`src/rtl/intr_seq_pkg.sv`:
```
package intr_seq_pkg;
  localparam int PSR_W    = 16;
  localparam int PRIV_BIT = 15;
  localparam int PRI_LSB  = 8;
  localparam int PRI_W    = 3;
  localparam int CC_W     = 3;
  localparam logic [PSR_W-1:0] PSR_KEEP =
    (16'h1 << PRIV_BIT) | (((16'h1 << PRI_W) - 16'h1) << PRI_LSB) | ((16'h1 << CC_W) - 16'h1);

  typedef enum logic [2:0] {
    ST_IDLE, ST_PUSH_PSR, ST_PUSH_PC, ST_VEC_RD, ST_VEC_WAIT,
    ST_POP_PC, ST_POP_PSR, ST_POP_FIN
  } seq_st_t;
endpackage

```
`src/rtl/intr_gate.sv`:
```
module intr_gate #(
  parameter int PRI_W = 3
) (
  input  logic             dev_req,
  input  logic             dev_ie,
  input  logic [PRI_W-1:0] dev_pri,
  input  logic [PRI_W-1:0] run_pri,
  input  logic             instr_done,
  input  logic             idle,
  input  logic             rti_go,
  output logic             take
);
  // return instruction owns the idle cycle it arrives in
  assign take = idle & ~rti_go & dev_req & dev_ie & instr_done & (dev_pri > run_pri);
endmodule

```
`src/rtl/intr_ctx.sv`:
```
module intr_ctx
  import intr_seq_pkg::*;
#(
  parameter int              DW      = 16,
  parameter logic [DW-1:0]   PSR_RST = 16'h8000,
  parameter logic [DW-1:0]   SSP_RST = 16'h3000
) (
  input  logic             clk,
  input  logic             rst_n,
  input  logic             entry_ld,
  input  logic [PRI_W-1:0] entry_pri,
  input  logic             pop_ld,
  input  logic [DW-1:0]    pop_psr,
  input  logic             usp_ld,
  input  logic [DW-1:0]    usp_nx,
  input  logic             ssp_ld,
  input  logic [DW-1:0]    ssp_nx,
  output logic [DW-1:0]    psr,
  output logic [DW-1:0]    usp,
  output logic [DW-1:0]    ssp
);
  logic [DW-1:0] psr_d;
  logic          psr_en;

  always_comb begin
    psr_d  = psr;
    psr_en = entry_ld | pop_ld;
    if (entry_ld) begin
      psr_d = '0;
      psr_d[PRI_LSB +: PRI_W] = entry_pri;
    end else if (pop_ld) begin
      psr_d = pop_psr & PSR_KEEP;
    end
  end

  always_ff @(posedge clk or negedge rst_n) begin
    if (!rst_n) begin
      psr <= PSR_RST;
      usp <= '0;
      ssp <= SSP_RST;
    end else begin
      if (psr_en) psr <= psr_d;
      if (usp_ld) usp <= usp_nx;
      if (ssp_ld) ssp <= ssp_nx;
    end
  end

  AST_ENTRY_SUPV: assert property (@(posedge clk) disable iff (!rst_n)
    entry_ld |=> (psr[PRIV_BIT] == 1'b0 && psr[CC_W-1:0] == '0));
  AST_PRI_RAISE: assert property (@(posedge clk) disable iff (!rst_n)
    entry_ld |=> (psr[PRI_LSB +: PRI_W] > $past(psr[PRI_LSB +: PRI_W])));
  AST_LOAD_EXCL: assert property (@(posedge clk) disable iff (!rst_n)
    !(entry_ld && pop_ld));
endmodule

```
`src/rtl/intr_ctrl.sv`:
```
module intr_ctrl
  import intr_seq_pkg::*;
#(
  parameter int            DW       = 16,
  parameter int            VW       = 8,
  parameter logic [DW-1:0] VEC_BASE = 16'h0100
) (
  input  logic             clk,
  input  logic             rst_n,
  input  logic             take,
  input  logic             rti_req,
  input  logic             priv_n,
  input  logic [DW-1:0]    usp,
  input  logic [DW-1:0]    ssp,
  input  logic [DW-1:0]    psr,
  input  logic [DW-1:0]    cur_pc,
  input  logic [DW-1:0]    cur_r6,
  input  logic [PRI_W-1:0] dev_pri,
  input  logic [VW-1:0]    dev_vec,
  input  logic [DW-1:0]    mem_rdata,
  output logic             rti_go,
  output logic             idle,
  output logic             mem_we,
  output logic             mem_re,
  output logic [DW-1:0]    mem_addr,
  output logic [DW-1:0]    mem_wdata,
  output logic             r6_we,
  output logic [DW-1:0]    r6_wdata,
  output logic             pc_we,
  output logic [DW-1:0]    pc_wdata,
  output logic             done,
  output logic             busy,
  output logic             priv_err,
  output logic             entry_ld,
  output logic [PRI_W-1:0] entry_pri,
  output logic             pop_ld,
  output logic [DW-1:0]    pop_psr,
  output logic             usp_ld,
  output logic [DW-1:0]    usp_nx,
  output logic             ssp_ld,
  output logic [DW-1:0]    ssp_nx
);
  localparam logic [DW-1:0] ONE = {{(DW-1){1'b0}}, 1'b1};

  seq_st_t          st_q, st_d;
  logic [DW-1:0]    sp_q, sp_d, pc_q, pc_d, psv_q, psv_d;
  logic [VW-1:0]    vec_q;
  logic [PRI_W-1:0] pri_q;
  logic             err_d, err_q, sp_en, pc_en, cap_en;

  assign idle     = (st_q == ST_IDLE);
  assign busy     = ~idle;
  assign rti_go   = idle & rti_req;
  assign priv_err = err_q;
  assign entry_pri = pri_q;
  assign pop_psr  = mem_rdata;
  assign usp_nx   = cur_r6;
  assign ssp_nx   = sp_q;

  always_comb begin
    st_d = st_q; sp_d = sp_q; pc_d = pc_q; psv_d = psv_q;
    sp_en = 1'b0; pc_en = 1'b0; cap_en = 1'b0; err_d = 1'b0;
    mem_we = 1'b0; mem_re = 1'b0; mem_addr = sp_q; mem_wdata = '0;
    r6_we = 1'b0; r6_wdata = sp_q; pc_we = 1'b0; pc_wdata = pc_q; done = 1'b0;
    entry_ld = 1'b0; pop_ld = 1'b0; usp_ld = 1'b0; ssp_ld = 1'b0;
    unique case (st_q)
      ST_IDLE: begin
        if (rti_go) begin
          if (priv_n) begin
            err_d = 1'b1;
          end else begin
            st_d = ST_POP_PC; sp_d = cur_r6; sp_en = 1'b1;
          end
        end else if (take) begin
          st_d   = ST_PUSH_PSR;
          sp_d   = priv_n ? ssp : cur_r6;
          sp_en  = 1'b1;
          usp_ld = priv_n;
          pc_d   = cur_pc; pc_en = 1'b1;
          psv_d  = psr; cap_en = 1'b1;
        end
      end
      ST_PUSH_PSR: begin
        mem_we = 1'b1; mem_addr = sp_q - ONE; mem_wdata = psv_q;
        sp_d = sp_q - ONE; sp_en = 1'b1; st_d = ST_PUSH_PC;
      end
      ST_PUSH_PC: begin
        mem_we = 1'b1; mem_addr = sp_q - ONE; mem_wdata = pc_q;
        sp_d = sp_q - ONE; sp_en = 1'b1; entry_ld = 1'b1; st_d = ST_VEC_RD;
      end
      ST_VEC_RD: begin
        mem_re = 1'b1; mem_addr = VEC_BASE + {{(DW-VW){1'b0}}, vec_q};
        st_d = ST_VEC_WAIT;
      end
      ST_VEC_WAIT: begin
        pc_we = 1'b1; pc_wdata = mem_rdata; r6_we = 1'b1; r6_wdata = sp_q;
        done = 1'b1; st_d = ST_IDLE;
      end
      ST_POP_PC: begin
        mem_re = 1'b1; sp_d = sp_q + ONE; sp_en = 1'b1; st_d = ST_POP_PSR;
      end
      ST_POP_PSR: begin
        pc_d = mem_rdata; pc_en = 1'b1;
        mem_re = 1'b1; sp_d = sp_q + ONE; sp_en = 1'b1; st_d = ST_POP_FIN;
      end
      ST_POP_FIN: begin
        pop_ld = 1'b1; pc_we = 1'b1; pc_wdata = pc_q; r6_we = 1'b1; done = 1'b1;
        if (mem_rdata[PRIV_BIT]) begin
          ssp_ld = 1'b1; r6_wdata = usp;
        end else begin
          r6_wdata = sp_q;
        end
        st_d = ST_IDLE;
      end
      default: st_d = ST_IDLE;
    endcase
  end

  always_ff @(posedge clk or negedge rst_n) begin
    if (!rst_n) begin
      st_q <= ST_IDLE; sp_q <= '0; pc_q <= '0; psv_q <= '0;
      vec_q <= '0; pri_q <= '0; err_q <= 1'b0;
    end else begin
      st_q  <= st_d;
      err_q <= err_d;
      if (sp_en) sp_q <= sp_d;
      if (pc_en) pc_q <= pc_d;
      if (cap_en) begin
        psv_q <= psv_d; vec_q <= dev_vec; pri_q <= dev_pri;
      end
    end
  end

  AST_PUSH_DESCEND: assert property (@(posedge clk) disable iff (!rst_n)
    (mem_we && $past(mem_we)) |-> mem_addr == $past(mem_addr) - ONE);
  AST_POP_ASCEND: assert property (@(posedge clk) disable iff (!rst_n)
    (mem_re && $past(mem_re)) |-> mem_addr == $past(mem_addr) + ONE);
  AST_VEC_WINDOW: assert property (@(posedge clk) disable iff (!rst_n)
    (mem_re && $past(mem_we)) |-> mem_addr[DW-1:VW] == VEC_BASE[DW-1:VW]);
  AST_PRIV_BLOCK: assert property (@(posedge clk) disable iff (!rst_n)
    (idle && rti_req && priv_n) |=> (priv_err && !busy && !mem_re));
  AST_DONE_PULSE: assert property (@(posedge clk) disable iff (!rst_n)
    done |=> !done);
endmodule

```
`src/rtl/intr_seq.sv`:
```
module intr_seq
  import intr_seq_pkg::*;
#(
  parameter int            DW       = 16,
  parameter int            VW       = 8,
  parameter logic [DW-1:0] VEC_BASE = 16'h0100,
  parameter logic [DW-1:0] PSR_RST  = 16'h8000,
  parameter logic [DW-1:0] SSP_RST  = 16'h3000
) (
  input  logic             clk,
  input  logic             rst_n,
  input  logic             dev_req,
  input  logic             dev_ie,
  input  logic [PRI_W-1:0] dev_pri,
  input  logic [VW-1:0]    dev_vec,
  input  logic             instr_done,
  input  logic             rti_req,
  input  logic [DW-1:0]    cur_pc,
  input  logic [DW-1:0]    cur_r6,
  output logic             mem_we,
  output logic             mem_re,
  output logic [DW-1:0]    mem_addr,
  output logic [DW-1:0]    mem_wdata,
  input  logic [DW-1:0]    mem_rdata,
  output logic             r6_we,
  output logic [DW-1:0]    r6_wdata,
  output logic             pc_we,
  output logic [DW-1:0]    pc_wdata,
  output logic [DW-1:0]    psr_out,
  output logic             busy,
  output logic             done,
  output logic             priv_err
);
  logic [1:0]       rsync_q;
  logic             rst_i;
  logic             take, idle, rti_go;
  logic             entry_ld, pop_ld, usp_ld, ssp_ld;
  logic [PRI_W-1:0] entry_pri;
  logic [DW-1:0]    pop_psr, usp_nx, ssp_nx, usp, ssp, psr;

  always_ff @(posedge clk or negedge rst_n) begin
    if (!rst_n) rsync_q <= '0;
    else        rsync_q <= {rsync_q[0], 1'b1};
  end
  assign rst_i   = rsync_q[1];
  assign psr_out = psr;

  intr_gate #(.PRI_W(PRI_W)) u_gate (
    .dev_req(dev_req), .dev_ie(dev_ie), .dev_pri(dev_pri),
    .run_pri(psr[PRI_LSB +: PRI_W]), .instr_done(instr_done),
    .idle(idle), .rti_go(rti_go), .take(take)
  );

  intr_ctx #(.DW(DW), .PSR_RST(PSR_RST), .SSP_RST(SSP_RST)) u_ctx (
    .clk(clk), .rst_n(rst_i),
    .entry_ld(entry_ld), .entry_pri(entry_pri),
    .pop_ld(pop_ld), .pop_psr(pop_psr),
    .usp_ld(usp_ld), .usp_nx(usp_nx), .ssp_ld(ssp_ld), .ssp_nx(ssp_nx),
    .psr(psr), .usp(usp), .ssp(ssp)
  );

  intr_ctrl #(.DW(DW), .VW(VW), .VEC_BASE(VEC_BASE)) u_ctrl (
    .clk(clk), .rst_n(rst_i), .take(take), .rti_req(rti_req),
    .priv_n(psr[PRIV_BIT]), .usp(usp), .ssp(ssp), .psr(psr),
    .cur_pc(cur_pc), .cur_r6(cur_r6), .dev_pri(dev_pri), .dev_vec(dev_vec),
    .mem_rdata(mem_rdata), .rti_go(rti_go), .idle(idle),
    .mem_we(mem_we), .mem_re(mem_re), .mem_addr(mem_addr), .mem_wdata(mem_wdata),
    .r6_we(r6_we), .r6_wdata(r6_wdata), .pc_we(pc_we), .pc_wdata(pc_wdata),
    .done(done), .busy(busy), .priv_err(priv_err),
    .entry_ld(entry_ld), .entry_pri(entry_pri), .pop_ld(pop_ld), .pop_psr(pop_psr),
    .usp_ld(usp_ld), .usp_nx(usp_nx), .ssp_ld(ssp_ld), .ssp_nx(ssp_nx)
  );

  AST_MEM_ONE_OP: assert property (@(posedge clk) disable iff (!rst_i)
    !(mem_we && mem_re));
endmodule

```
`config.mk`:
```
export PLATFORM = sky130hd
export DESIGN_NAME = intr_seq
export DESIGN_NICKNAME = d
export VERILOG_FILES = /design/src/rtl/intr_seq_pkg.sv /design/src/rtl/intr_gate.sv /design/src/rtl/intr_ctx.sv /design/src/rtl/intr_ctrl.sv /design/src/rtl/intr_seq.sv
export SDC_FILE = /design/constraint.sdc
export NUM_CORES = 1
export LEC_CHECK = 0
export ABC_AREA = 1
export BUFFER_PORTS_ARGS = -buffer_cell sky130_fd_sc_hd__buf_4
export CAP_MARGIN = 20
export CORE_MARGIN = 2
export CORE_UTILIZATION = 49
export DETAILED_ROUTE_END_ITERATION = 8
export PLACE_DENSITY = 0.8
export SYNTH_ARGS = -nofsm -noshare
export SYNTH_HDL_FRONTEND = slang
export SYNTH_SLANG_ARGS = --single-unit
```
`constraint.sdc`:
```
create_clock -name clk -period 2.9 [get_ports clk]
set_clock_uncertainty 0.2 [all_clocks]
set_input_delay 0.435 -clock clk [delete_from_list [all_inputs] [get_ports clk]]
set_output_delay 0.435 -clock clk [all_outputs]
set_load 0.005 [all_outputs]
```
After elaboration in Yosys (flattened, before gate mapping):

Cells that the tools add are included.

* flip-flop bits (word level): 113
* input bits: 65

* reductions and logical operators: 14
* multiplexer cells: 39
* bitwise gates (word level): 9
* add/subtract/negate cells: 3
* magnitude comparators: 1
* equal/unequal tests: 11

Operators with widths (count)
* $mux W16: 11
* $pmux W16 S2: 3
* $pmux W16 S3: 1
* $pmux W3 S7: 1
* $mux W1: 18
* $add A16 B1 Y16 const B: 1
* $sub A16 B1 Y16 const B: 1
* $eq A3 B3 Y1 const B: 4
* $reduce_and A4 Y1: 3
* $add A9 B8 Y10 const A: 1
* $mux W3: 3
* $and A1 B1 Y1: 6
* $eq A3 B2 Y1 const B: 2
* $reduce_or A2 Y1: 3
* $ne A2 B2 Y1 const B: 2
* $pmux W1 S2: 2
* $reduce_and A2 Y1: 2
* $reduce_bool A2 Y1: 2
* $reduce_or A4 Y1: 1
* $eq A3 B1 Y1 const B: 1
* $gt A3 B3 Y1: 1
* $logic_not A3 Y1: 1
* $ne A3 B2 Y1 const B: 1
* $ne A3 B3 Y1 const B: 1
* other kinds (4): 5

Depth between registers and ports, before layout:

Gate-level depths: netlist of the first run.

* depth after elaboration: 12
* depth in mapped cells: 11

Modules after synthesis:

Synthesis of the first run repeated with hierarchy kept, for this count alone.

* cells, all modules: 972
* area, all modules: 6835.3 sq um

Modules (own cells, without submodules)
* intr_ctrl: seq. area each 1576.5 sq um, cells each 771, area an instance 4982.3 sq um, instances 1
* intr_ctx: seq. area each 979.7 sq um, cells each 178, area an instance 1692.9 sq um, instances 1
* intr_gate: seq. area each 0.0 sq um, cells each 20, area an instance 106.4 sq um, instances 1
* intr_seq: seq. area each 50.0 sq um, cells each 3, area an instance 53.8 sq um, instances 1

Worst setup path before layout of the first run:

Ideal clock, no wire load.

* path type: register to output
* from: reg u_ctrl.st_q[2]
* to: out r6_wdata[10]
* path slack: 0.919 ns
* stages on the path, launching flop included: 9
* arrival: 1.346 ns
* path through: dfrtp_1 clkbuf_2 inv_2 nor2_1 nand2_1 buf_2 clkbuf_1 nor2_1 a21oi_1

* cells in the longest elaborated chain, start to end: 2

Ends and longest elaborated chain
* start, declared: line intr_ctrl.sv:45 `seq_st_t st_q, st_d;`
* start signal, assigned: line intr_ctrl.sv:124 `st_q <= st_d;`
* $eq A3 B3 Y1: line intr_ctrl.sv:66 `unique case (st_q)`
* $mux W16: line intr_ctrl.sv:66
* end, declared: line intr_seq.sv:26 `output logic [DW-1:0] r6_wdata,`

Every way passes these cells.

Final worst setup path of the first run:

* from: reg u_ctrl.sp_q[1] (netlist: u_ctrl.ssp_nx[1])
* to: out mem_addr[12]

* cells in the longest elaborated chain, start to end: 2

Ends and longest elaborated chain
* start, declared: line intr_ctrl.sv:46 `logic [DW-1:0] sp_q, sp_d, pc_q, pc_d, psv_q, psv_d;`
* start signal, assigned: line intr_ctrl.sv:126 `if (sp_en) sp_q <= sp_d;`
* $sub A16 B1 Y16: line intr_ctrl.sv:84, intr_ctrl.sv:88
* $pmux W16 S2: line intr_ctrl.sv:66
* end, declared: line intr_seq.sv:22 `output logic [DW-1:0] mem_addr,`

Every way passes these cells.

==> out/qor_table.md, run 1 <==
| Group | Parameter | This run |
|---|---|---|
| outcome | Status | completed |
| job | MaxCap Viol Count | 0 |
| critical path | Endpoint arrival time on the critical path | 2100 ps |
| sta | Fraction of the cycle the final worst path needs | 94.4% |
| place | I/O Buffers | 142 |
| global routing | Maximum number of pins on one net before global-route repair | 55 |
| sta | Final-report hold violation count | 0 |
| synthesis | Most used flip-flop cell after synthesis | sky130_fd_sc_hd__dfrtp_1 |
| synthesis | Fraction of post-synthesis cell area in the top cell type by area | 39.0% |
| critical path | Delay of the slowest cell on the worst path | 430 ps |
| critical path | Type of the worst setup path | flip-flop to output port |
| finish | Final core occ | 61.7% |
| critical path | Startpoint type of the worst setup path | flip-flop |
| floorplan | Boundary pin count | 152 |
| synthesis | Top-count cell post-synth | sky130_fd_sc_hd__nand2_1 |
| global routing | Met3 track demand over resource in global routing | 5.69% |
| power | Power density over the cells | 1110 mW/mm^2 |
| power | Leakage power total | 3.91 nW |
| power | Worst supply voltage drop on vdd | 0.000502 V |
| synthesis | Post-synth top area cell | sky130_fd_sc_hd__dfrtp_1 |
| synthesis | Number of distinct library cell variants in the gate-level netlist after synthesis | 35 |
| place | HPWL after detailed placement | 12600 microns |
| cts | Clock tree from TritonCTS | done |
| route | Post-route ant nets | 0 |
| worst hold path | Terminating pin of the worst hold path | u_ctrl.vec_q[6] |
| global routing | Met1 usage | 33.0% |
| route | Initial drt markers | 535 |
| critical path | Element type at the critical path end | output port |
| floorplan | Vertical die dimension | 114 microns |
| cts | Cell chosen for the clock root | sky130_fd_sc_hd__clkbuf_16 |
| floorplan | Placeable core region | 0.0119 sq mm |
| sta | Total negative slack | 0 ps |
| power | Reported net switching power | 3.66 mW |
| synthesis | Post-synth EDFFs | 0 |
| critical path | Series of cell instances along the critical path | inv_1 -> ha_1 -> nand3_1 -> nor2_4 -> nand2_1 -> nand2_1 -> nand3_1 -> o21ai_0 -> buf_4 |
| cts | Post-CTS clock slew at the launch and capture registers of the worst setup and hold paths | 70 ps |
| route | Via density per instance | 5.36 |
| worst hold path | Worst Hold Class | input port to flip-flop |
| sta | Worst max-slew margin expressed relative to the limit | 53.8% |
| critical path | Path depth of the worst reg2reg path | 10 |
| critical path | Launch point of the worst reg-to-reg path | u_ctx.psr[10] |
| finish | Share of layout cells above drive strength 1 | 23.1% |
| power | Switching Fraction | 44.8% |
| synthesis | Top area cells in the synthesized netlist | sky130_fd_sc_hd__dfrtp_1, sky130_fd_sc_hd__nand2_1, sky130_fd_sc_hd__nor2_1 |
| cts | Num CTS Buffers | 9 |
| synthesis | Cell types with the highest counts after synthesis | sky130_fd_sc_hd__nand2_1, sky130_fd_sc_hd__nor2_1, sky130_fd_sc_hd__dfrtp_1 |
| route | DRC violation count after routing | 0 |
| place | Standard cell area after detailed placement | 0.00697 sq mm |
| synthesis | Synth Instances | 850 |
| cts | Insertion delay to the later sink of the worst-skew pair | 350 ps |
| worst hold path | Min-Delay Path Depth | 3 |
| sta | RSZ-0062 raised after global routing | false |
| sta | Max-slew violation total from the final report | 0 |
| finish | Total inserted antenna cells | 0 |
| cts | H-Tree Level Count | 3 |
| critical path | Number of buffers and inverters on the critical path | 2 |
| worst hold path | Start point of the worst hold path | dev_vec[6] |
| synthesis | Post-Syn Area | 0.00591 sq mm |
| synthesis | Sequential cell area fraction in the yosys report | 40.3% |
| floorplan | Die extent in x | 114 microns |
| critical path | Critical R2R Capture | u_ctx.usp[15] |
| synthesis | Share of synthesized flip-flops with an asynchronous set or reset | 100% |
| sta | Setup Viol. Count Final | 0 |
| place | Gp weighted congestion | 0.910 |
| place | Post-placement setup slack | 463 ps |
| global routing | Antenna violations before repair | 0 |
| sta | Final worst-path setup slack | 162 ps |
| finish | Final design area excluding fillers | 0.00735 sq mm |
| critical path | Maximum net fanout on the critical path | 6 |
| critical path | Top Family by Delay on Critical Path | simple AND/OR/NAND/NOR gates |
| critical path | Cell type of the slowest stage on the worst timing path | sky130_fd_sc_hd__dfrtp_1 |
| global routing | All-layer global routing usage | 27.3% |
| synthesis | Number of synthesis warnings | 0 |
| power | Proportion of power drawn by combinational gates | 54.2% |
| global routing | GR Overflow Total | 0 |
| route | Overall routed net length | 17100 microns |
| power | Clock network fraction of total power | 16.7% |
| synthesis | Synthesized area divided by synthesized cell count | 6.95 sq um |
| route | Routed len/inst | 15.2 microns |
| route | First-pass iteration count of the detailed router | 5 |
| floorplan | Die ar. | 0.0129 sq mm |
| synthesis | Total of flip-flops plus latches after synthesis | 95 |
| global routing | Layer with the highest usage after global routing | met2 |
| power | Sequential share of power | 29.1% |
| power | Internal | 4.50 mW |
| global routing | Global routing usage on met2 | 47.0% |
| finish | Synth-to-layout area growth | 24.5% |
| sta | Min Tclk post-route | 2740 ps |
| floorplan | Number of placement rows | 40 |
| sta | Fmax | 0.365 GHz |
| floorplan | Starting utilization of the core area | 49.6% |
| cts | TritonCTS sink count | 95 |
| power | Total chip power | 8.16 mW |
| global routing | Via count of the first global-routing pass | 5715 |
| critical path | Worst path required time | 2270 ps |
| sta | Worst Tran Pin Value | 691 ps |
| cts | Buffers from clock root to sink, at most | 2 |
| finish | Final net count | 1043 |
| global routing | Global-route wire length before repair | 27800 microns |
| route | Total number of vias | 6030 |
| critical path | Register-to-register path setup slack | 580 ps |
==> routing by layer <==
metal / vias to the layer above / share of wire (%)
li1: 2933 / -
met5: - / 0
met4: 0 / 3.1
met3: 34 / 7.9
met1: 2780 / 39
met2: 283 / 50
==> metrics by stage <==
stage / std cells / hold slack (ps)
after floorplan: 858 / -60.6
after global placement: 1106 / 19.8
after detailed placement: 1106 / 20.2
after CTS: 1123 / 66.9
after global routing: 1125 / 73.4
final: 1125 / 68.5
==> repair_timing <==
action,CTS,global route
hold buffers,1,0
hold endpoints to repair,2,0
buffers inserted,0,2
setup endpoints to repair,0,4
resized for setup,0,4
==> sequential cells by signal, summed over array words and instances (netlist names), 7 cells and up <==
name and count:
u_ctx.ssp 16, u_ctrl.pc_q 16, u_ctrl.ssp_nx 16, u_ctrl.psv_q 7, u_ctrl.vec_q 8, u_ctx.psr 7
u_ctx.usp 16
==> worst register-to-register path: cells and delay by family, from the launching register on <==
kind	cells	cell delay, ps
simple gates	6	1030
flops	1	390
fa+ha+maj	1	280
buf+inv	2	210
compound gates	1	70
==> cells by family after synthesis <==
kind of cell / count (synthesis) / synth area share (%)
other: 2 / 0.127
buffers and inverters: 142 / 11.1
adders and majority gates: 5 / 1.06
AOI/OAI and AO/OA: 124 / 12.4
DFF: 95 / 40.3
and+or+nand+nor: 478 / 34.4
muxes: 1 / 0.191
xor gates and xnor gates: 3 / 0.445
==> cells in the final DEF, fill, tap and decap left out, types with 6 or more instances in the layout <==
master and n:
sky130_fd_sc_hd__dfrtp_1 91, sky130_fd_sc_hd__nor2_4 6, sky130_fd_sc_hd__inv_2 8, sky130_fd_sc_hd__nor2_1 128, sky130_fd_sc_hd__a21oi_1 27, sky130_fd_sc_hd__nand2_1 234
sky130_fd_sc_hd__o21ai_0 61, sky130_fd_sc_hd__inv_1 79, sky130_fd_sc_hd__nand2_2 8, sky130_fd_sc_hd__conb_1 10, sky130_fd_sc_hd__o22ai_1 7, sky130_fd_sc_hd__buf_4 156
sky130_fd_sc_hd__nand3_1 78, sky130_fd_sc_hd__o21ai_2 15, sky130_fd_sc_hd__a32o_1 6, sky130_fd_sc_hd__clkbuf_16 9, sky130_fd_sc_hd__nor3_1 8
==> worst max-delay path by stage <==
stage	start	end	depth (start not counted)
floorplan	u_ctrl.st_q[2]	r6_wdata[10]	8
global placement	u_ctrl.st_q[0]	mem_addr[2]	7
detailed placement	u_ctrl.ssp_nx[0]	mem_addr[12]	9
CTS	u_ctrl.ssp_nx[0]	mem_addr[12]	9
global route	u_ctrl.ssp_nx[1]	mem_addr[12]	9
finish	u_ctrl.ssp_nx[1]	mem_addr[12]	9
==> power by group through the flow <==
stage                     registers [mW]  clock network, mW  logic (mW)
after floorplan                     2.14                  0        2.80
after global placement              2.36                  0        4.28
after detailed placement            2.37                  0        4.36
after CTS                           2.36               1.37        4.39
after global routing                2.45               1.43        4.96
final                               2.38               1.36        4.42
==> final cells by class <==
type	count	area, sq um
clock buffer	10	239
clock inverter	6	97.6
fill	1082	4560
inverter	88	334
multi-input combinational	621	2910
sequential	95	2380
tap	147	184
timing repair buffer	158	1200
Note: power is estimated with default switching activity, not from simulation.
==> run 2: changes to the inputs <==
- ABC_AREA: 1 -> default
==> run 2 against run 1 <==
Compared with the run above:
- the flow now finishes with violations (setup timing)
- via count fell by 0.22%
- maximum frequency fell by 12%
- flip-flop and latch count did not move
- synthesized cell count fell by 18%
- final cell count fell by 12%
- register-to-register slack got worse by 340 ps
- worst hold slack improved by 2.2 ps
- combinational power rose by 29%
- sequential power fell by 4%
- area after synthesis rose by 0.89%
- total power rose by 12%
- count of clock-buffer cells in the layout rose by 1
- critical path type unchanged
==> out/qor_table.md, run 2 <==
| Group | Parameter | This run |
|---|---|---|
| synthesis | Post-synth top area cell | sky130_fd_sc_hd__dfrtp_1 |
| worst hold path | Min-Delay Path Depth | 3 |
| synthesis | Sequential cell area fraction in the yosys report | 40.0% |
| critical path | Startpoint type of the worst setup path | flip-flop |
| cts | Buffers from clock root to sink, at most | 2 |
| finish | Fill cell total of the finished layout | 983 |
| synthesis | Synth Instances | 693 |
| synthesis | Share of synthesized flip-flops with an asynchronous set or reset | 100% |
| synthesis | Most used flip-flop cell after synthesis | sky130_fd_sc_hd__dfrtp_1 |
| sta | Worst Tran Pin Value | 738 ps |
| global routing | All-layer global routing usage | 28.3% |
| power | Worst supply voltage drop on vdd | 0.000592 V |
| route | DRC violation count after routing | 0 |
| synthesis | Fraction of post-synthesis cell area in the top cell type by area | 38.6% |
| floorplan | Vertical die dimension | 114 microns |
| global routing | Via count of the first global-routing pass | 5873 |
| worst hold path | Worst Hold Class | input port to flip-flop |
| cts | Insertion delay to the later sink of the worst-skew pair | 350 ps |
| sta | RSZ-0062 raised after global routing | true |
| outcome | Status | finished, violations left |
| critical path | Cell type of the slowest stage on the worst timing path | sky130_fd_sc_hd__or4b_4 |
| route | Post-route ant nets | 0 |
| sta | Total negative slack | -1360 ps |
| route | Routed len/inst | 18.7 microns |
| route | Via density per instance | 6.08 |
| critical path | Endpoint arrival time on the critical path | 2480 ps |
| power | Power density over the cells | 1170 mW/mm^2 |
| job | MaxCap Viol Count | 0 |
| sta | Final-report hold violation count | 0 |
| cts | Num CTS Buffers | 9 |
| floorplan | Number of placement rows | 40 |
| critical path | Series of cell instances along the critical path | inv_1 -> ha_4 -> or4b_4 -> or3_4 -> o21ai_4 -> a21oi_2 -> a21oi_1 -> buf_4 |
| synthesis | Top-count cell post-synth | sky130_fd_sc_hd__nand2_1 |
| sta | Worst max-slew margin expressed relative to the limit | 50.8% |
| critical path | Number of buffers and inverters on the critical path | 2 |
| finish | Synth-to-layout area growth | 31.5% |
| floorplan | Placeable core region | 0.0120 sq mm |
| finish | Total inserted antenna cells | 0 |
| cts | Cell chosen for the clock root | sky130_fd_sc_hd__clkbuf_16 |
| global routing | GR Overflow Total | 0 |
| floorplan | Starting utilization of the core area | 49.8% |
| synthesis | Total of flip-flops plus latches after synthesis | 95 |
| outcome | Failing checks | setup timing |
| finish | Final std cells w/o fill | 990 |
| cts | H-Tree Level Count | 3 |
| critical path | Worst path required time | 2270 ps |
| finish | Highest-count cells in the layout ignoring fill and taps | sky130_fd_sc_hd__buf_4, sky130_fd_sc_hd__nand2_1, sky130_fd_sc_hd__dfrtp_1, sky130_fd_sc_hd__o21ai_0, sky130_fd_sc_hd__mux2_2 |
| sta | Min Tclk post-route | 3110 ps |
| critical path | Critical R2R Capture | u_ctrl.ssp_nx[13] |
| floorplan | Die extent in x | 114 microns |
| critical path | Launch point of the worst reg-to-reg path | u_ctrl.ssp_nx[0] |
| finish | Final net count | 909 |
| finish | Leading cell type in the layout, fill and taps excluded | sky130_fd_sc_hd__buf_4 |
| floorplan | Boundary pin count | 152 |
| place | Gp weighted congestion | 0.913 |
| critical path | Delay of the slowest cell on the worst path | 460 ps |
| power | Leakage power total | 3.72 nW |
| floorplan | Die ar. | 0.0131 sq mm |
| route | Overall routed net length | 18500 microns |
| synthesis | Post-synth EDFFs | 0 |
| critical path | Path depth of the worst reg2reg path | 7 |
| sta | Setup Viol. Count Final | 11 |
| critical path | Type of the worst setup path | flip-flop to output port |
| cts | TritonCTS sink count | 95 |
| sta | Fraction of the cycle the final worst path needs | 107% |
| synthesis | Cell types with the highest counts after synthesis | sky130_fd_sc_hd__nand2_1, sky130_fd_sc_hd__dfrtp_1, sky130_fd_sc_hd__o21ai_0 |
| sta | Fmax | 0.321 GHz |
| route | First-pass iteration count of the detailed router | 6 |
| critical path | Register-to-register path setup slack | 240 ps |
| place | Total instance count after detailed placement | 966 |
| critical path | Top Family by Delay on Critical Path | simple AND/OR/NAND/NOR gates |
| critical path | Element type at the critical path end | output port |
| synthesis | Top area cells in the synthesized netlist | sky130_fd_sc_hd__dfrtp_1, sky130_fd_sc_hd__mux2_2, sky130_fd_sc_hd__nand2_1 |
| sta | Final worst-path setup slack | -214 ps |
| route | Initial drt markers | 651 |
| route | Total number of vias | 6017 |
| global routing | Antenna violations before repair | 0 |
| cts | Clock tree from TritonCTS | done |
| finish | Share of layout cells above drive strength 1 | 35.7% |
| synthesis | Number of distinct library cell variants in the gate-level netlist after synthesis | 62 |
| worst hold path | Terminating pin of the worst hold path | u_ctrl.vec_q[6] |
| worst hold path | Start point of the worst hold path | dev_vec[6] |
| global routing | Maximum number of pins on one net before global-route repair | 67 |
| sta | Max-slew violation total from the final report | 0 |
| sta | Final hold slack | 70.7 ps |
| place | HPWL after detailed placement | 12800 microns |
| global routing | Global-route wire length before repair | 29200 microns |
| place | I/O Buffers | 142 |
| synthesis | Post-Syn Area | 0.00596 sq mm |
| synthesis | Number of synthesis warnings | 0 |
| cts | Post-CTS clock slew at the launch and capture registers of the worst setup and hold paths | 60 ps |
| synthesis | Synthesized area divided by synthesized cell count | 8.60 sq um |
| critical path | Maximum net fanout on the critical path | 5 |
## run 2: cell types whose count changed after synthesis, moves of 15 or more
cell                       previous run  this run
sky130_fd_sc_hd__clkbuf_1            15        45
sky130_fd_sc_hd__a21oi_1             27        43
sky130_fd_sc_hd__nand2_1            235        94
sky130_fd_sc_hd__nor2_1             129        40
sky130_fd_sc_hd__o22ai_1              7        26
sky130_fd_sc_hd__nor3_1               8        23
sky130_fd_sc_hd__inv_1               79        33
sky130_fd_sc_hd__mux2_2               1        48
sky130_fd_sc_hd__mux2i_1              0        15
sky130_fd_sc_hd__nand3_1             78        12
## run 2: cell type report
class                   count  area, sq um  share of cell area, %
repair buffers            197         1550                   19.8
clock inverters             4         47.5                  0.607
clock buffers              11          233                   2.97
flip-flops and latches     95         2390                   30.5
multi-input cells         501         3300                   42.1
well taps                 147          184                   2.35
inverters                  35          131                   1.68
## run 2: stage by stage
stage | power [mW] | instance area (sq um) | utilization, % | setup WS [ps]
floorplan | 5.37 | 5990 | - | 75.2
global placement | 7.38 | 7290 | 60.9 | 99.6
detailed placement | 7.57 | 7290 | 61.0 | 79.2
CTS | 8.86 | 7700 | 64.4 | -144
global route | 9.74 | 7830 | 65.5 | -255
finish | 9.13 | 7830 | 65.5 | -214
## run 2: how the worst max path moves through the flow
stage	end	start	slack (ps)	cells past startpoint
floorplan	mem_addr[8]	u_ctrl.ssp_nx[0]	80	9
global route	mem_addr[8]	u_ctrl.ssp_nx[1]	-260	8
detailed placement	mem_addr[8]	u_ctrl.ssp_nx[1]	80	8
finish	mem_addr[8]	u_ctrl.ssp_nx[1]	-210	8
global placement	u_ctrl.pc_q[4]	dev_pri[1]	100	7
CTS	mem_addr[13]	u_ctrl.ssp_nx[1]	-140	7
## run 2: cell families (layout without fill, tap and decap cells)
family / Yosys count / count (layout) / share of synthesized area (%)
AOI/OAI and AO/OA: 210 / 210 / 22.3
xor gates and xnor gates: 8 / 8 / 1.18
adders and majority gates: 5 / 5 / 1.05
buffers and inverters: 105 / 247 / 8.04
DFF: 95 / 95 / 40.0
muxes: 63 / 63 / 11.6
other: 2 / 10 / 0.126
and+or+nand+nor: 205 / 205 / 15.8
## run 2: worst register-to-register path, cell delays in order, from the launching register on
cell and delay, ps:
sky130_fd_sc_hd__dfrtp_1 410, sky130_fd_sc_hd__buf_6 130, sky130_fd_sc_hd__or4_4 580, sky130_fd_sc_hd__or3_4 440, sky130_fd_sc_hd__buf_4 180, sky130_fd_sc_hd__or4_1 390
sky130_fd_sc_hd__a22o_1 210, sky130_fd_sc_hd__nand3_1 60
## run 2: where the power goes
part	total [mW]	internal (mW)	switching (mW)
clock	1.17	0.661	0.511
sequential	2.28	1.86	0.420
combinational	5.68	2.61	3.07
total	9.13	5.13	4.00
## run 2: repair_timing
| action | in CTS | in global routing |
|---|---|---|
| gates cloned | 0 | 1 |
| endpoints found under the hold margin | 2 | 0 |
| pin swaps | 6 | 10 |
| hold buffers | 1 | 0 |
| buffers inserted | 5 | 2 |
| resized for setup | 24 | 23 |
| endpoints found under the setup margin | 11 | 45 |
## run 2: per-layer routing
metal / vias to the layer above / global-route usage, % / wire length [microns]
met3: 44 / 4.61 / 1320
met2: 337 / 46.9 / 9090
met4: 0 / 12.4 / 433
li1: 2753 / - / -
met5: - / 0 / 0
met1: 2883 / 36.7 / 7660
==> run 3: changes to the inputs <==
- CORE_UTILIZATION: 49 -> 24
- PLACE_DENSITY: 0.8 -> 0.46
==> run 3 against run 2 <==
Compared with the run above:
- the run still ends with setup timing left
- die area grew 100%
- first-iteration DRC count shrank 45%
- worst setup slack lost 0.79 ps
- critical path depth grew 1
- non-clock buffer count grew 18
- clock power grew 6%
- sequential share of layout area shrank 1.5 points
- count of clock-buffer cells in the layout grew 1
- critical path type unchanged
- utilization shrank 32 points
- largest cell class unchanged
==> out/qor_table.md, run 3 (synthesized netlist as in run 2, its figures left out) <==
| Group | Parameter | This run |
|---|---|---|
| finish | Total inserted antenna cells | 0 |
| critical path | Series of cell instances along the critical path | inv_2 -> ha_4 -> or4b_4 -> or3_4 -> o21ai_2 -> a21oi_2 -> o21ai_1 -> buf_4 -> buf_6 |
| place | Standard cell area after detailed placement | 0.00764 sq mm |
| critical path | Element type at the critical path end | output port |
| finish | Final design area excluding fillers | 0.00825 sq mm |
| power | Power density over the cells | 1140 mW/mm^2 |
| global routing | Global-route wire length before repair | 32600 microns |
| global routing | Met1 usage | 22.8% |
| sta | Final hold slack | 69.0 ps |
| critical path | Number of buffers and inverters on the critical path | 3 |
| route | First-pass iteration count of the detailed router | 4 |
| global routing | Layer with the highest usage after global routing | met2 |
| global routing | Antenna violations before repair | 0 |
| floorplan | Starting utilization of the core area | 24.5% |
| power | Leakage power total | 3.82 nW |
| place | HPWL after detailed placement | 14800 microns |
| finish | Multi-input logic area | 0.00331 sq mm |
| sta | Worst Tran Pin Value | 643 ps |
| route | DRC violation count after routing | 0 |
| sta | RSZ-0062 raised after global routing | true |
| sta | Fmax | 0.321 GHz |
| route | Total number of vias | 5793 |
| sta | Final-report hold violation count | 0 |
| cts | TritonCTS sink count | 95 |
| place | Gp weighted congestion | 0.811 |
| sta | Min Tclk post-route | 3110 ps |
| place | I/O Buffers | 142 |
| global routing | Met3 track demand over resource in global routing | 2.18% |
| finish | Fill cell total of the finished layout | 2590 |
| global routing | Via count of the first global-routing pass | 5609 |
| critical path | Cell type of the slowest stage on the worst timing path | sky130_fd_sc_hd__or4b_4 |
| global routing | GR Overflow Total | 0 |
| outcome | Status | finished, violations left |
| worst hold path | Worst Hold Class | input port to flip-flop |
| sta | Setup Viol. Count Final | 13 |
| cts | Insertion delay to the later sink of the worst-skew pair | 360 ps |
| finish | Leading cell type in the layout, fill and taps excluded | sky130_fd_sc_hd__buf_4 |
| floorplan | Die ar. | 0.0261 sq mm |
| floorplan | Die extent in x | 162 microns |
| critical path | Delay of the slowest cell on the worst path | 460 ps |
| finish | Synth-to-layout area growth | 38.5% |
| power | Worst supply voltage drop on vdd | 0.000458 V |
| floorplan | Number of placement rows | 57 |
| sta | Max-slew violation total from the final report | 0 |
| sta | Final worst-path setup slack | -214 ps |
| floorplan | Placeable core region | 0.0243 sq mm |
| job | MaxCap Viol Count | 0 |
| finish | Final net count | 927 |
| critical path | Endpoint arrival time on the critical path | 2480 ps |
| route | Via density per instance | 4.88 |
| finish | Seq. cell area | 0.00239 sq mm |
| floorplan | Vertical die dimension | 162 microns |
| route | Initial drt markers | 358 |
| cts | Post-CTS clock slew at the launch and capture registers of the worst setup and hold paths | 70 ps |
| route | Post-route ant nets | 0 |
| critical path | Startpoint type of the worst setup path | flip-flop |
| critical path | Worst path required time | 2270 ps |
| global routing | Maximum number of pins on one net before global-route repair | 41 |
| route | Overall routed net length | 20800 microns |
| sta | Worst max-slew margin expressed relative to the limit | 57.1% |
| finish | Highest-count cells in the layout ignoring fill and taps | sky130_fd_sc_hd__buf_4, sky130_fd_sc_hd__nand2_1, sky130_fd_sc_hd__dfrtp_1, sky130_fd_sc_hd__o21ai_0, sky130_fd_sc_hd__mux2_2 |
| place | Post-placement setup slack | 131 ps |
| sta | Fraction of the cycle the final worst path needs | 107% |
| cts | H-Tree Level Count | 3 |
| route | Routed len/inst | 17.5 microns |
| cts | Buffers from clock root to sink, at most | 2 |
| finish | Share of layout cells above drive strength 1 | 37.4% |
| critical path | Maximum net fanout on the critical path | 4 |
| cts | Clock tree from TritonCTS | done |
| global routing | Global routing usage on met2 | 25.6% |
| cts | Num CTS Buffers | 9 |
| cts | Cell chosen for the clock root | sky130_fd_sc_hd__clkbuf_16 |
| critical path | Type of the worst setup path | flip-flop to output port |
| outcome | Failing checks | setup timing |
| global routing | All-layer global routing usage | 16.0% |
| critical path | Top Family by Delay on Critical Path | simple AND/OR/NAND/NOR gates |
| floorplan | Boundary pin count | 152 |
-- run 3: cell count changes in the layout (fill, tap and decap cells not counted), moves of 2 or more --
cell,previous run,this run
sky130_fd_sc_hd__buf_4,188,197
sky130_fd_sc_hd__buf_6,4,9
sky130_fd_sc_hd__buf_12,3,5
sky130_fd_sc_hd__buf_8,0,2
sky130_fd_sc_hd__o21ai_1,8,6
sky130_fd_sc_hd__o21ai_2,4,6
-- run 3: area by class of cell --
cell class | instances | share of cell area (%)
Multi-Input combinational cell | 501 | 40.1
Sequential cell | 95 | 28.9
Clock inverter | 4 | 0.576
Tap cell | 324 | 4.91
Timing Repair Buffer | 215 | 20.9
Inverter | 35 | 1.59
Clock buffer | 12 | 2.99
-- run 3: path summary, 6_finish.rpt --
check                      cells past startpoint  slack [ps]              from               to
max in group asynchronous                      1        1730        rsync_q[1]    u_ctx.ssp[12]
min reg2reg                                    0         100        rsync_q[1]  u_ctrl.pc_q[14]
max reg2reg                                    6         260    u_ctrl.st_q[2]     u_ctx.usp[8]
min in group asynchronous                      0         100        rsync_q[1]  u_ctrl.pc_q[14]
max                                            9        -210  u_ctrl.ssp_nx[0]      mem_addr[6]
min                                            3          70        dev_vec[3]  u_ctrl.vec_q[3]
-- run 3: where the power goes --
group	switching [mW]	internal (mW)
sequential	0.325	1.86
clock	0.544	0.691
combinational	3.20	2.74
total	4.07	5.30
-- run 3: worst reg2reg max path: stages, from the launching register on --
cell                       delay (ps)
sky130_fd_sc_hd__dfrtp_2          420
sky130_fd_sc_hd__or3_1            490
sky130_fd_sc_hd__a311oi_1         520
sky130_fd_sc_hd__o21ai_4          210
sky130_fd_sc_hd__nor2_4           150
sky130_fd_sc_hd__buf_12           180
sky130_fd_sc_hd__mux2_2           350
-- run 3: metal layers --
| layer | wire (microns) | part of all wire [%] | vias up |
|---|---|---|---|
| li1 | - | - | 2793 |
| met5 | 0 | 0 | - |
| met4 | 252 | 1.2 | 0 |
| met2 | 9860 | 47 | 127 |
| met3 | 722 | 3.5 | 12 |
| met1 | 9950 | 48 | 2861 |
-- run 3: timing repair --
item | CTS | global route
pin swaps | 6 | 15
hold buffers | 1 | 0
endpoints found under the hold margin | 2 | 0
gates resized for setup | 34 | 23
setup endpoints to repair | 13 | 14
setup buffers | 10 | 4
-- run 3: through the flow --
stage | power (mW) | setup TNS, ps | cells | utilization, %
3_3_place_gp | 7.87 | 0 | 1155 | 31.4
4_1_cts | 9.33 | -2050 | 1182 | 33.4
2_1_floorplan | 5.37 | 0 | 701 | -
5_1_grt | 10.1 | -2760 | 1186 | 33.9
6_report | 9.37 | -1540 | 1186 | 33.9
3_5_place_dp | 7.87 | 0 | 1155 | 31.4
